===== config.mk =====
export PLATFORM = sky130hd
export DESIGN_NAME = sdram_bank_guard
export DESIGN_NICKNAME = d
export VERILOG_FILES = /design/src/rtl/bank_guard_pkg.sv /design/src/rtl/bank_timer.sv /design/src/rtl/cmd_encoder.sv /design/src/rtl/sdram_bank_guard.sv
export SDC_FILE = /design/constraint.sdc
export NUM_CORES = 1
export LEC_CHECK = 0
export ABC_AREA = 1
export BUFFER_PORTS_ARGS = -buffer_cell sky130_fd_sc_hd__buf_2
export CORE_ASPECT_RATIO = 1.75
export CORE_MARGIN = 1.5
export CORE_UTILIZATION = 54
export CTS_CLUSTER_SIZE = 28
export DETAILED_ROUTE_END_ITERATION = 7
export GPL_ROUTABILITY_DRIVEN = 0
export PLACE_DENSITY = 0.94
export SYNTH_ARGS = -nofsm -noshare
export SYNTH_HDL_FRONTEND = slang
export SYNTH_SLANG_ARGS = --single-unit

===== constraint.sdc =====
create_clock -name clk -period 3.85 [get_ports clk]
set_input_delay 0.77 -clock clk [delete_from_list [all_inputs] [get_ports clk]]
set_output_delay 0.77 -clock clk [all_outputs]
set_load 0.005 [all_outputs]

===== src/rtl/bank_guard_pkg.sv =====
package bank_guard_pkg;
  localparam logic [2:0] OP_ACT     = 3'd0;
  localparam logic [2:0] OP_RD      = 3'd1;
  localparam logic [2:0] OP_WR      = 3'd2;
  localparam logic [2:0] OP_PRE_ONE = 3'd3;
  localparam logic [2:0] OP_PRE_ALL = 3'd4;

  typedef struct packed {
    logic cs_n;
    logic ras_n;
    logic cas_n;
    logic we_n;
  } pins_t;

  localparam pins_t PINS_NOP = '{cs_n: 1'b0, ras_n: 1'b1, cas_n: 1'b1, we_n: 1'b1};
  localparam pins_t PINS_ACT = '{cs_n: 1'b0, ras_n: 1'b0, cas_n: 1'b1, we_n: 1'b1};
  localparam pins_t PINS_RD  = '{cs_n: 1'b0, ras_n: 1'b1, cas_n: 1'b0, we_n: 1'b1};
  localparam pins_t PINS_WR  = '{cs_n: 1'b0, ras_n: 1'b1, cas_n: 1'b0, we_n: 1'b0};
  localparam pins_t PINS_PRE = '{cs_n: 1'b0, ras_n: 1'b0, cas_n: 1'b1, we_n: 1'b0};
endpackage


===== src/rtl/bank_timer.sv =====
module bank_timer #(
  parameter int TRP_CYC = 3
) (
  input  logic clk,
  input  logic rst_n,
  input  logic open_set,
  input  logic close,
  output logic is_open,
  output logic ready
);
  localparam int CNT_W = $clog2(TRP_CYC + 1);
  localparam logic [CNT_W-1:0] TRP_LD = CNT_W'(TRP_CYC);

  logic [CNT_W-1:0] cnt_q;

  always_ff @(posedge clk or negedge rst_n) begin
    if (!rst_n) begin
      cnt_q   <= '0;
      is_open <= 1'b0;
    end else if (close) begin
      cnt_q   <= TRP_LD;
      is_open <= 1'b0;
    end else begin
      if (cnt_q != '0) cnt_q <= cnt_q - 1'b1;
      if (open_set) is_open <= 1'b1;
    end
  end

  assign ready = !is_open && (cnt_q == '0);

  // the window never exceeds the configured length
  p_cnt_bounded_r7: assert property (@(posedge clk) disable iff (!rst_n) cnt_q <= TRP_LD);
  // every close, even of an idle bank, restarts the full window
  p_close_loads_r9: assert property (@(posedge clk) disable iff (!rst_n)
    close |=> (cnt_q == TRP_LD && !is_open));
  // the request checker only opens a bank whose window has ended
  p_open_when_ready_r7: assert property (@(posedge clk) disable iff (!rst_n)
    open_set |-> ready);
  // opening and closing never collide
  p_set_close_excl_r2: assert property (@(posedge clk) disable iff (!rst_n)
    $onehot0({open_set, close}));
endmodule


===== src/rtl/cmd_encoder.sv =====
module cmd_encoder
  import bank_guard_pkg::*;
#(
  parameter int BANK_W = 2,
  parameter int ADDR_W = 11,
  parameter int ROW_W  = 11,
  parameter int COL_W  = 8,
  parameter int AP_BIT = 10
) (
  input  logic              issue,
  input  logic [2:0]        op,
  input  logic [BANK_W-1:0] bank,
  input  logic [ROW_W-1:0]  row,
  input  logic [COL_W-1:0]  col,
  output pins_t             pins,
  output logic [ADDR_W-1:0] addr,
  output logic [BANK_W-1:0] ba
);
  always_comb begin
    pins = PINS_NOP;
    addr = '0;
    ba   = '0;
    if (issue) begin
      case (op)
        OP_ACT: begin
          pins = PINS_ACT;
          addr = ADDR_W'(row);
          ba   = bank;
        end
        OP_RD: begin
          pins = PINS_RD;
          addr = ADDR_W'(col);
          ba   = bank;
        end
        OP_WR: begin
          pins = PINS_WR;
          addr = ADDR_W'(col);
          ba   = bank;
        end
        OP_PRE_ONE: begin
          pins = PINS_PRE;
          ba   = bank;
        end
        OP_PRE_ALL: begin
          pins         = PINS_PRE;
          addr[AP_BIT] = 1'b1;
        end
        default: ;
      endcase
    end
  end
endmodule


===== src/rtl/sdram_bank_guard.sv =====
module sdram_bank_guard
  import bank_guard_pkg::*;
#(
  parameter int BANK_W  = 2,
  parameter int ADDR_W  = 11,
  parameter int ROW_W   = 11,
  parameter int COL_W   = 8,
  parameter int AP_BIT  = 10,
  parameter int TRP_CYC = 3
) (
  input  logic                     clk,
  input  logic                     rst_n,
  input  logic                     req_valid,
  input  logic [2:0]               req_op,
  input  logic [BANK_W-1:0]        req_bank,
  input  logic [ROW_W-1:0]         req_row,
  input  logic [COL_W-1:0]         req_col,
  output logic                     sd_cs_n,
  output logic                     sd_ras_n,
  output logic                     sd_cas_n,
  output logic                     sd_we_n,
  output logic [ADDR_W-1:0]        sd_addr,
  output logic [BANK_W-1:0]        sd_ba,
  output logic [(1<<BANK_W)-1:0]   bank_ready,
  output logic                     req_err
);
  localparam int NBANK = 1 << BANK_W;

  logic [NBANK-1:0] bank_open, open_set, close;
  logic             legal, issue, reject;
  pins_t            pins_d, pins_q;
  logic [ADDR_W-1:0] addr_d;
  logic [BANK_W-1:0] ba_d;

  always_comb begin
    case (req_op)
      OP_ACT:                 legal = bank_ready[req_bank];
      OP_RD, OP_WR:           legal = bank_open[req_bank];
      OP_PRE_ONE, OP_PRE_ALL: legal = 1'b1;
      default:                legal = 1'b0;
    endcase
  end

  assign issue  = req_valid && legal;
  assign reject = req_valid && !legal;

  for (genvar b = 0; b < NBANK; b++) begin : g_bank
    assign open_set[b] = issue && (req_op == OP_ACT) && (req_bank == BANK_W'(b));
    assign close[b]    = issue && ((req_op == OP_PRE_ALL) ||
                                   ((req_op == OP_PRE_ONE) && (req_bank == BANK_W'(b))));
    bank_timer #(.TRP_CYC(TRP_CYC)) i_timer (
      .clk(clk), .rst_n(rst_n), .open_set(open_set[b]), .close(close[b]),
      .is_open(bank_open[b]), .ready(bank_ready[b])
    );
  end

  cmd_encoder #(
    .BANK_W(BANK_W), .ADDR_W(ADDR_W), .ROW_W(ROW_W), .COL_W(COL_W), .AP_BIT(AP_BIT)
  ) i_enc (
    .issue(issue), .op(req_op), .bank(req_bank), .row(req_row), .col(req_col),
    .pins(pins_d), .addr(addr_d), .ba(ba_d)
  );

  always_ff @(posedge clk or negedge rst_n) begin
    if (!rst_n) begin
      pins_q  <= PINS_NOP;
      sd_addr <= '0;
      sd_ba   <= '0;
      req_err <= 1'b0;
    end else begin
      pins_q  <= pins_d;
      sd_addr <= addr_d;
      sd_ba   <= ba_d;
      req_err <= reject;
    end
  end

  assign sd_cs_n  = pins_q.cs_n;
  assign sd_ras_n = pins_q.ras_n;
  assign sd_cas_n = pins_q.cas_n;
  assign sd_we_n  = pins_q.we_n;

  // a column command on the pins targets a bank with an open row
  p_rw_needs_open_r3: assert property (@(posedge clk) disable iff (!rst_n)
    (!sd_cs_n && sd_ras_n && !sd_cas_n) |-> bank_open[sd_ba]);
  // an activate on the pins leaves its bank open and not ready
  p_act_opens_r2: assert property (@(posedge clk) disable iff (!rst_n)
    (!sd_cs_n && !sd_ras_n && sd_cas_n && sd_we_n) |-> (bank_open[sd_ba] && !bank_ready[sd_ba]));
  // a refused request never reaches the pins as a command
  p_err_sends_nop_r4: assert property (@(posedge clk) disable iff (!rst_n)
    req_err |-> (pins_q == PINS_NOP));
  // an all-bank precharge leaves no bank open
  p_pre_all_closes_r6: assert property (@(posedge clk) disable iff (!rst_n)
    (pins_q == PINS_PRE && sd_addr[AP_BIT]) |-> (bank_open == '0));
  // unknown codes are refused
  p_bad_op_r11: assert property (@(posedge clk) disable iff (!rst_n)
    (req_valid && req_op > OP_PRE_ALL) |=> req_err);
endmodule


# After elaboration in Yosys (flattened, before gate mapping)
# Cells that the tools add are included.
# totals
elab_cells,104
inputBits,27
register_bits,30
output_inout_bits,22
# classes
magnitude_cmp,1
n_eq_ne,7
n_reduce_logical,49
mux,28
n_addsub,4
# ops
op,count
2-bit nonzero test,12
2-bit two-way mux,10
10-bit one-hot mux with 2 select lines,1
1-bit logical AND,19
3-bit one-hot mux with 4 select lines,1
11-bit two-way mux,1
2-bit logical NOT,5
1-bit two-way mux,10
"2-bit by 1-bit subtractor with 2-bit output, second input constant",4
"3-bit by 2-bit equality test with 1-bit output, second input constant",2
1-bit logical NOT,5
1-bit binary-select mux with 2-bit select,2
"2-bit equality test, second input constant",2
1-bit logical OR,4
4-bit two-way mux,1
2-bit OR reduction,2
4-bit OR reduction,1
"3-bit by 1-bit equality test with 1-bit output, second input constant",1
"3-bit equality test, second input constant",1
3-bit logical NOT,1
"2-bit by 3-bit < comparator with 1-bit output, second input constant",1
1-bit one-hot mux with 3 select lines,1
"2-bit by 1-bit equality test with 1-bit output, second input constant",1
1-bit one-hot mux with 2 select lines,1

# Longest topological paths before layout
# Gate-level depths: netlist of the first run.
# depth
depth_word,10
depth_mapped,12
mapped_depth_nobuf,12

# By module
# From an unflattened synthesis of the first run, not the netlist that was laid out.
# hier_totals
hier_cells,197
area_unflattened_um2,1564.0
# by_module_without_submodules
mod,area_per_inst_um2,cells_per_inst,n_inst
sdram_bank_guard,715.7,77,1
bank_timer,147.6,18,4
cmd_encoder,257.7,48,1

# Least setup slack after synthesis of the first run
# No wires, ideal clock.
# synth_path
path_type,input to register
from,in req_bank[0]
to,reg sd_addr[10]
t_required_ps,3729
n_path_buf,1
cell_stages,10
setup_ps,121
arrival_ps,1596
setup_slack_ps,2133
cell_sequence,inv_1 -> nor2_1 -> nand2_1 -> nand2_1 -> nor2_1 -> nand2_1 -> nand3_4 -> nand2_4 -> buf_8 -> nor2_1
# synth_via
elab_chain_cells,5
elab_cells_between_ends,7
# synth_lines
item,line_no,text
start: declaration,sdram_bank_guard.sv:15,"input logic [BANK_W-1:0] req_bank,"
"1-bit binary-select mux with 2-bit select, on equally long branches","sdram_bank_guard.sv:38, sdram_bank_guard.sv:37",
"1-bit two-way mux, on equally long branches","sdram_bank_guard.sv:38, sdram_bank_guard.sv:37",
1-bit one-hot mux with 3 select lines *,sdram_bank_guard.sv:36,case (req_op)
1-bit logical AND *,sdram_bank_guard.sv:44,assign issue = req_valid && legal;
11-bit two-way mux *,cmd_encoder.sv:23,if (issue) begin
via addr_d[10],sdram_bank_guard.sv:32,logic [ADDR_W-1:0] addr_d;
end signal: assignment,sdram_bank_guard.sv:72,sd_addr <= addr_d;
end: declaration,sdram_bank_guard.sv:22,"output logic [ADDR_W-1:0] sd_addr,"
# The timed path passes the listed nets; every way through them passes the cells marked *. The select of a mux whose other input is x is not followed.
# A chain may end at the register's enable or synchronous reset.

# Final worst setup path of the first run
# layout_path
from,reg g_bank[2].i_timer.cnt_q[0]
to,out bank_ready[2]
# layout_via
elab_chain_cells,2
# layout_lines
item,line_no,text
start: declaration,bank_timer.sv:14,logic [CNT_W-1:0] cnt_q;
start signal: assignment,bank_timer.sv:24,if (cnt_q != '0) cnt_q <= cnt_q - 1'b1;
2-bit logical NOT,bank_timer.sv:29,assign ready = !is_open && (cnt_q == '0);
1-bit logical AND,bank_timer.sv:29,
end: declaration,sdram_bank_guard.sv:24,"output logic [(1<<BANK_W)-1:0] bank_ready,"
# No other way between the ends.

==> impl_results.md, run 1 <==
- Status: complete, no violations
- CTS Buf Count: 5
- Crit Reg-Reg Endpoint: g_bank[0].i_timer.cnt_q[0]
- Reg clk slew, reported paths: 60 ps
- Hold WS: 494 ps
- Flop pwr share: 39.2%
- Num Clock Sinks: 29
- Design area: 1840 sq um
- N_diodes: 0
- TNS Setup: 0 ps
- CTS tree: built
- Area leader, netlist: dfrtp_1
- Final Setup Violations: 0
- # resized after CTS: 0
- CTS Hold Bufs: 0
- Most used cell, CP: inv_1
- Fin crit period: 2010 ps
- CP Class: flip-flop to primary output
- I/O Pins: 49
- Mapped Area: 1520 sq um
- Netlist cell types: 24
- Max Cap Viol: 0
- Clock Latency Late Sink: 290 ps
- HPWL Detailed: 2350 um
- Routed via count: 1,294
- Post-synth top area share: 42.7%
- Async set-reset flop share out of synthesis: 100%
- H-tree Lvls: 2
- Max IR drop VDD: 0.397 mV
- Synth top area cells: dfrtp_1, nand2_1, inv_1, dfstp_2, nor2_1
- CP arrival: 1240 ps
- Reg2reg start: g_bank[1].i_timer.cnt_q[0]
- Largest net degree at the start of global routing: 30
- Total gr overflow: 0
- Unrepaired setup endpoints after global routing: no
- Final Cycle Share: 52.1%
- Sequential share of the synthesized area: 47.9%
- Post-CTS Setup Inserts: 0
- Hold path endpoint: g_bank[1].i_timer.cnt_q[1]
- DRT iter0 DRCs: 19
- Pins over their slew limit: 0
- DRT antenna net count: 0
- Starting Density: 56.6%
- CP required: 3080 ps
- Worst-path fanout max: 4
- Root Buffer: clkbuf_8
- Crit-path max cell delay: 370 ps
- Fillcell total: 228
- Max transition margin: 58.0%
- Final Util: 68.5%
- EDFF count, synth: 0
- Vias in the first global route: 1,256
- Final worst slack: 1840 ps
- Hold violation total from the final report: 0
- Worst hold start: g_bank[1].i_timer.cnt_q[1]
- Most used DFF post-synth: dfrtp_1
- CP Capture Type: primary output
- Core area: 2690 sq um
- Chip width: 43.1 um
- Synthesized area per cell: 8.46 sq um
- DRT Pass-1 Iters: 4
- Final Skew: 12.2 ps
- PwrDens: 564 nW/um^2
- Detailed Route WL: 3200 um
- Reg-to-reg slack, setup: 2110 ps
- Register area: 729 sq um
- Vias per cell: 5.07
- Clock share of power: 29.6%
- FF-to-FF path depth: 12
- WL/cell: 12.5 um
- Slowest CP cell: dfrtp_1
- CP Cell Sequence: inv_1 -> ha_1 -> inv_1 -> nor2_1 -> buf_2
- Die Area: 3160 sq um
- Sw power: 0.000339 W
- Leak pwr: 1.02 nW
- Fmax: 0.499 GHz
- Mapped Cells: 180
- First-pass GRT wire length: 5240 um
- Total GRT Usage: 23.2%
- Comb pwr share: 31.3%
- Post-Syn Nets: 211
- Nets: 258
- Slew of the pin with the lowest slew margin: 630 ps
- PortBufs: 47
- Sw Ratio: 32.7%
- DRC: 0
- Clk buf depth: 2
- Worst Hold Class: flip-flop to flip-flop
- Cells on Worst Hold Path: 2
- Placed cell area: 1740 sq um
- Area Growth Syn to Fin: 21.0%
- Critical Path Source Type: flip-flop
- Chip height: 73.2 um
- Ys Warns: 0
- Yosys reg bits: 29
- Share of cells above drive strength 1: 33.8%
- Antenna violations before repair: 0
- Cell internal pwr: 0.000700 W
- Area taken by multi-input logic gates: 624 sq um
- Pre-CTS WS: 1710 ps
- Num rows: 25
## routing by layer
| layer | track usage [%] | routed length [um] | vias up |
|---|---|---|---|
| met3 | 7.18 | 140 | 10 |
| li1 | - | - | 644 |
| met5 | 0 | 0 | - |
| met2 | 41.1 | 1800 | 42 |
| met4 | 14.5 | 99 | 0 |
| met1 | 22.4 | 1160 | 598 |
## power groups by stage
stage,Combinational (W),Sequential [W],Clock (W)
after floorplan,0.000257,0.000406,0
after global placement,0.000309,0.000410,0
after detailed placement,0.000325,0.000412,0
after CTS,0.000332,0.000407,0.000310
after global routing,0.000383,0.000416,0.000326
final,0.000325,0.000407,0.000307
## registers in the layout, indices dropped and copies added, names as in the netlist
register,cells
g_bank.i_timer.is_open,4
sd_ras_n,1
sd_ba,2
req_err,1
sd_we_n,1
g_bank.i_timer.cnt_q,8
sd_cas_n,1
sd_addr,11
## worst max-delay path: cells and delay by family, from the launching register on
family	cells	cell delay [ps]
AND/OR/NAND/NOR	1	130
flip-flops	1	370
buffers and inverters	3	280
adder cells (fa/ha/maj)	1	170
## Yosys cell counts (2+ instances only)
cell type / n
nor3_4: 2
nor2_1: 20
nand2_4: 2
a21oi_2: 7
dfstp_2: 3
o21ai_0: 5
inv_2: 2
xor2_1: 2
buf_4: 5
ha_1: 4
nor2_2: 3
dfrtp_1: 26
o21ai_1: 2
nand2_1: 45
nor3_1: 2
inv_1: 28
a21oi_1: 11
nor2_4: 2
nand4_1: 4
## metrics by stage
step | instances | power (W)
3_3_place_gp | 247 | 0.000719
4_1_cts | 255 | 0.00105
2_1_floorplan | 180 | 0.000663
5_1_grt | 255 | 0.00112
6_report | 255 | 0.00104
3_5_place_dp | 247 | 0.000737
## worst max path at each step
stage	startpoint	to	slack (ps)	cells after the start
after floorplan	req_bank[0]	sd_addr[10]	2130	10
after global placement	req_op[0]	sd_ba[0]	1770	8
after detailed placement	req_op[0]	g_bank[0].i_timer.cnt_q[0]	1710	10
after CTS	g_bank[2].i_timer.cnt_q[0]	bank_ready[2]	1830	5
after global routing	g_bank[3].i_timer.cnt_q[0]	bank_ready[3]	1730	5
final	g_bank[2].i_timer.cnt_q[0]	bank_ready[2]	1840	5
## final cells by class
type	count	area share [%]
clock buffer	6	3.94
clock inverter	2	1.90
inverter	30	6.11
multi-input combinational	114	33.9
sequential	29	39.6
tap	27	1.83
timing repair buffer	47	12.8
## placed cells by master (no fill, tap or decap), types with 3 or more instances in the layout
cell,n
nor2_2,3
clkbuf_8,5
dfstp_2,3
nor2_1,20
inv_1,28
buf_2,47
o21ai_0,5
a21oi_1,11
ha_1,4
nand4_1,4
dfrtp_1,26
nand2_1,45
a21oi_2,7
## logic make-up after synthesis
group	synth area share, %
xor+xnor	1.15
buf+inv	11.1
flops	47.9
fa+ha+maj	3.29
compound gates	10.5
simple gates	25.8
other cells	0.246
Note: power is estimated with default switching activity, not from simulation.
==> inputs of run 2 (changes only) <==
--- a/config.mk
+++ b/config.mk
@@ -9,11 +9,11 @@
 export BUFFER_PORTS_ARGS = -buffer_cell sky130_fd_sc_hd__buf_2
 export CORE_ASPECT_RATIO = 1.75
 export CORE_MARGIN = 1.5
-export CORE_UTILIZATION = 54
+export CORE_UTILIZATION = 50
 export CTS_CLUSTER_SIZE = 28
 export DETAILED_ROUTE_END_ITERATION = 7
 export GPL_ROUTABILITY_DRIVEN = 0
-export PLACE_DENSITY = 0.94
+export PLACE_DENSITY = 0.89
 export SYNTH_ARGS = -nofsm -noshare
 export SYNTH_HDL_FRONTEND = slang
 export SYNTH_SLANG_ARGS = --single-unit
==> constraint.sdc (replaced) <==
create_clock -name clk -period 2.1 [get_ports clk]
set_input_delay 0.42 -clock clk [delete_from_list [all_inputs] [get_ports clk]]
set_output_delay 0.42 -clock clk [all_outputs]
set_load 0.005 [all_outputs]
==> impl_results.md, run 2 (synthesis results as in run 1) <==
- Cell internal pwr: 0.00116 W
- GR peak layer: met2
- PwrDens: 975 nW/um^2
- Crit-path max cell delay: 400 ps
- WP depth: 12
- Most frequent cells in the layout: buf_2, nand2_1, inv_1
- Max IR drop VDD: 0.649 mV
- Final Cycle Share: 83.0%
- Unrepaired setup endpoints after global routing: no
- Critical Path Source Type: flip-flop
- First-pass GRT wire length: 5320 um
- Pre-CTS WS: 302 ps
- Bufs and invs on worst path: 2
- Flop pwr share: 42.2%
- Starting Density: 52.6%
- Final Util: 63.0%
- I/O Pins: 49
- Total gr overflow: 0
- TNS Setup: 0 ps
- Core area: 2900 sq um
- DRT antenna net count: 0
- CP Class: flip-flop to flip-flop
- Largest register by flop count: sd_addr
- Antenna violations before repair: 0
- Worst Hold Class: input pin to asynchronous set/reset pin
- DRT Pass-1 Iters: 6
- Share of cells above drive strength 1: 34.2%
- Comb pwr share: 32.9%
- Largest net degree at the start of global routing: 30
- Fin crit period: 1740 ps
- Die Area: 3400 sq um
- Sw power: 0.000621 W
- Chip width: 44.7 um
- Clock Latency Late Sink: 280 ps
- Max FFs per register: 11
- Final worst slack: 358 ps
- GRT met2 Usage: 38.4%
- CP required: 2320 ps
- CP Cell Sequence: inv_1 -> ha_1 -> nand2_1 -> nand2_1 -> nand2_1 -> nor2_1 -> nand2_1 -> nand3_4 -> nand2_4 -> nor2_1 -> inv_1 -> nand2_1
- Final Setup Violations: 0
- # resized after CTS: 0
- HPWL Detailed: 2350 um
- Max Cap Viol: 0
- Clk buf depth: 2
- Final Skew: 6.13 ps
- Fmax: 0.574 GHz
- Register area: 729 sq um
- WL/cell: 12.1 um
- Worst-path fanout max: 18
- Most used cell, CP: nand2_1
- Total GRT Usage: 21.7%
- Root Buffer: clkbuf_8
- CTS Buf Count: 5
- GR Util met1: 20.9%
- Area taken by multi-input logic gates: 624 sq um
- Largest registers: sd_addr (11), g_bank.i_timer.cnt_q (8), g_bank.i_timer.is_open (4)
- Status: finished with violations
- CTS tree: built
- Vias in the first global route: 1,309
- Sw Ratio: 34.9%
- CTS Hold Bufs: 0
- Worst path top cell family by delay: simple AND/OR/NAND/NOR gates
- Detailed Route WL: 3100 um
- Pins over their slew limit: 0
- Num Clock Sinks: 29
- Area Growth Syn to Fin: 19.7%
- Chip height: 76.0 um
- Reg clk slew, reported paths: 60 ps
- Routed via count: 1,299
- DRC: 3
- Fillcell total: 264
- Max transition margin: 58.0%
- Leading cell type in the layout, fill and taps excluded: buf_2
- Clock share of power: 24.9%
- Slowest CP cell: dfrtp_1
- FF-to-FF path depth: 12
- Failing checks: design-rule violations
- DRT iter0 DRCs: 31
- Post-CTS Setup Inserts: 0
- Num rows: 26
- Leak pwr: 1.01 nW
- Nets: 258
- H-tree Lvls: 2
- Slew of the pin with the lowest slew margin: 629 ps
- CP Capture Type: flip-flop
- CP arrival: 1960 ps
- PortBufs: 47
- N_diodes: 0
- M3 GR Usage: 5.45%
- Hold violation total from the final report: 0
- Vias per cell: 5.07
run 2: worst reg2reg max path: stages (launching register included):
cell	delay, ps
dfrtp_1	400
inv_1	70
ha_1	220
nand2_1	120
nand2_1	90
nand2_1	50
nor2_1	80
nand2_1	90
nand3_4	100
nand2_4	170
nor2_1	190
inv_1	70
nand2_1	50
run 2: per-layer routing:
metal  routed length, um  up-vias
met5                   0        -
met4                 110        0
met3                 158       10
met2                1750       43
met1                1090      606
li1                    -      640
run 2: layout make-up:
type	count	share of cell area, %
Timing Repair Buffer	47	12.9
Multi-Input combinational cell	114	34.2
Inverter	30	6.18
Tap cell	28	1.92
Sequential cell	29	40.0
Clock buffer	5	3.77
Clock inverter	3	0.961
run 2: final timing paths:
path                                                 start                          to  slack, ps
worst max-delay path            g_bank[1].i_timer.cnt_q[0]  g_bank[1].i_timer.cnt_q[1]        360
worst min-delay path                                 rst_n  g_bank[2].i_timer.cnt_q[1]        160
worst max register to register  g_bank[1].i_timer.cnt_q[0]  g_bank[1].i_timer.cnt_q[1]        360
worst min register to register  g_bank[1].i_timer.cnt_q[1]  g_bank[1].i_timer.cnt_q[1]        490
max in group asynchronous                            rst_n   g_bank[3].i_timer.is_open       1540
min in group clk                                req_row[8]                  sd_addr[8]        360
run 2: power by group through the flow:
stage | clock network [W] | logic (W) | registers (W)
after floorplan | 0 | 0.000472 | 0.000744
after global placement | 0 | 0.000567 | 0.000753
after detailed placement | 0 | 0.000590 | 0.000759
after CTS | 0.000449 | 0.000597 | 0.000749
after global routing | 0.000473 | 0.000693 | 0.000762
final | 0.000443 | 0.000585 | 0.000749
run 2: per-stage QoR:
| stage | cells | area [sq um] | power, W | hold slack (ps) |
|---|---|---|---|---|
| after CTS | 256 | 1820 | 0.00180 | 170 |
| after floorplan | 180 | 1520 | 0.00122 | 124 |
| after global placement | 248 | 1740 | 0.00132 | 463 |
| after detailed placement | 248 | 1740 | 0.00135 | 478 |
| after global routing | 256 | 1820 | 0.00193 | 199 |
| final | 256 | 1820 | 0.00178 | 155 |
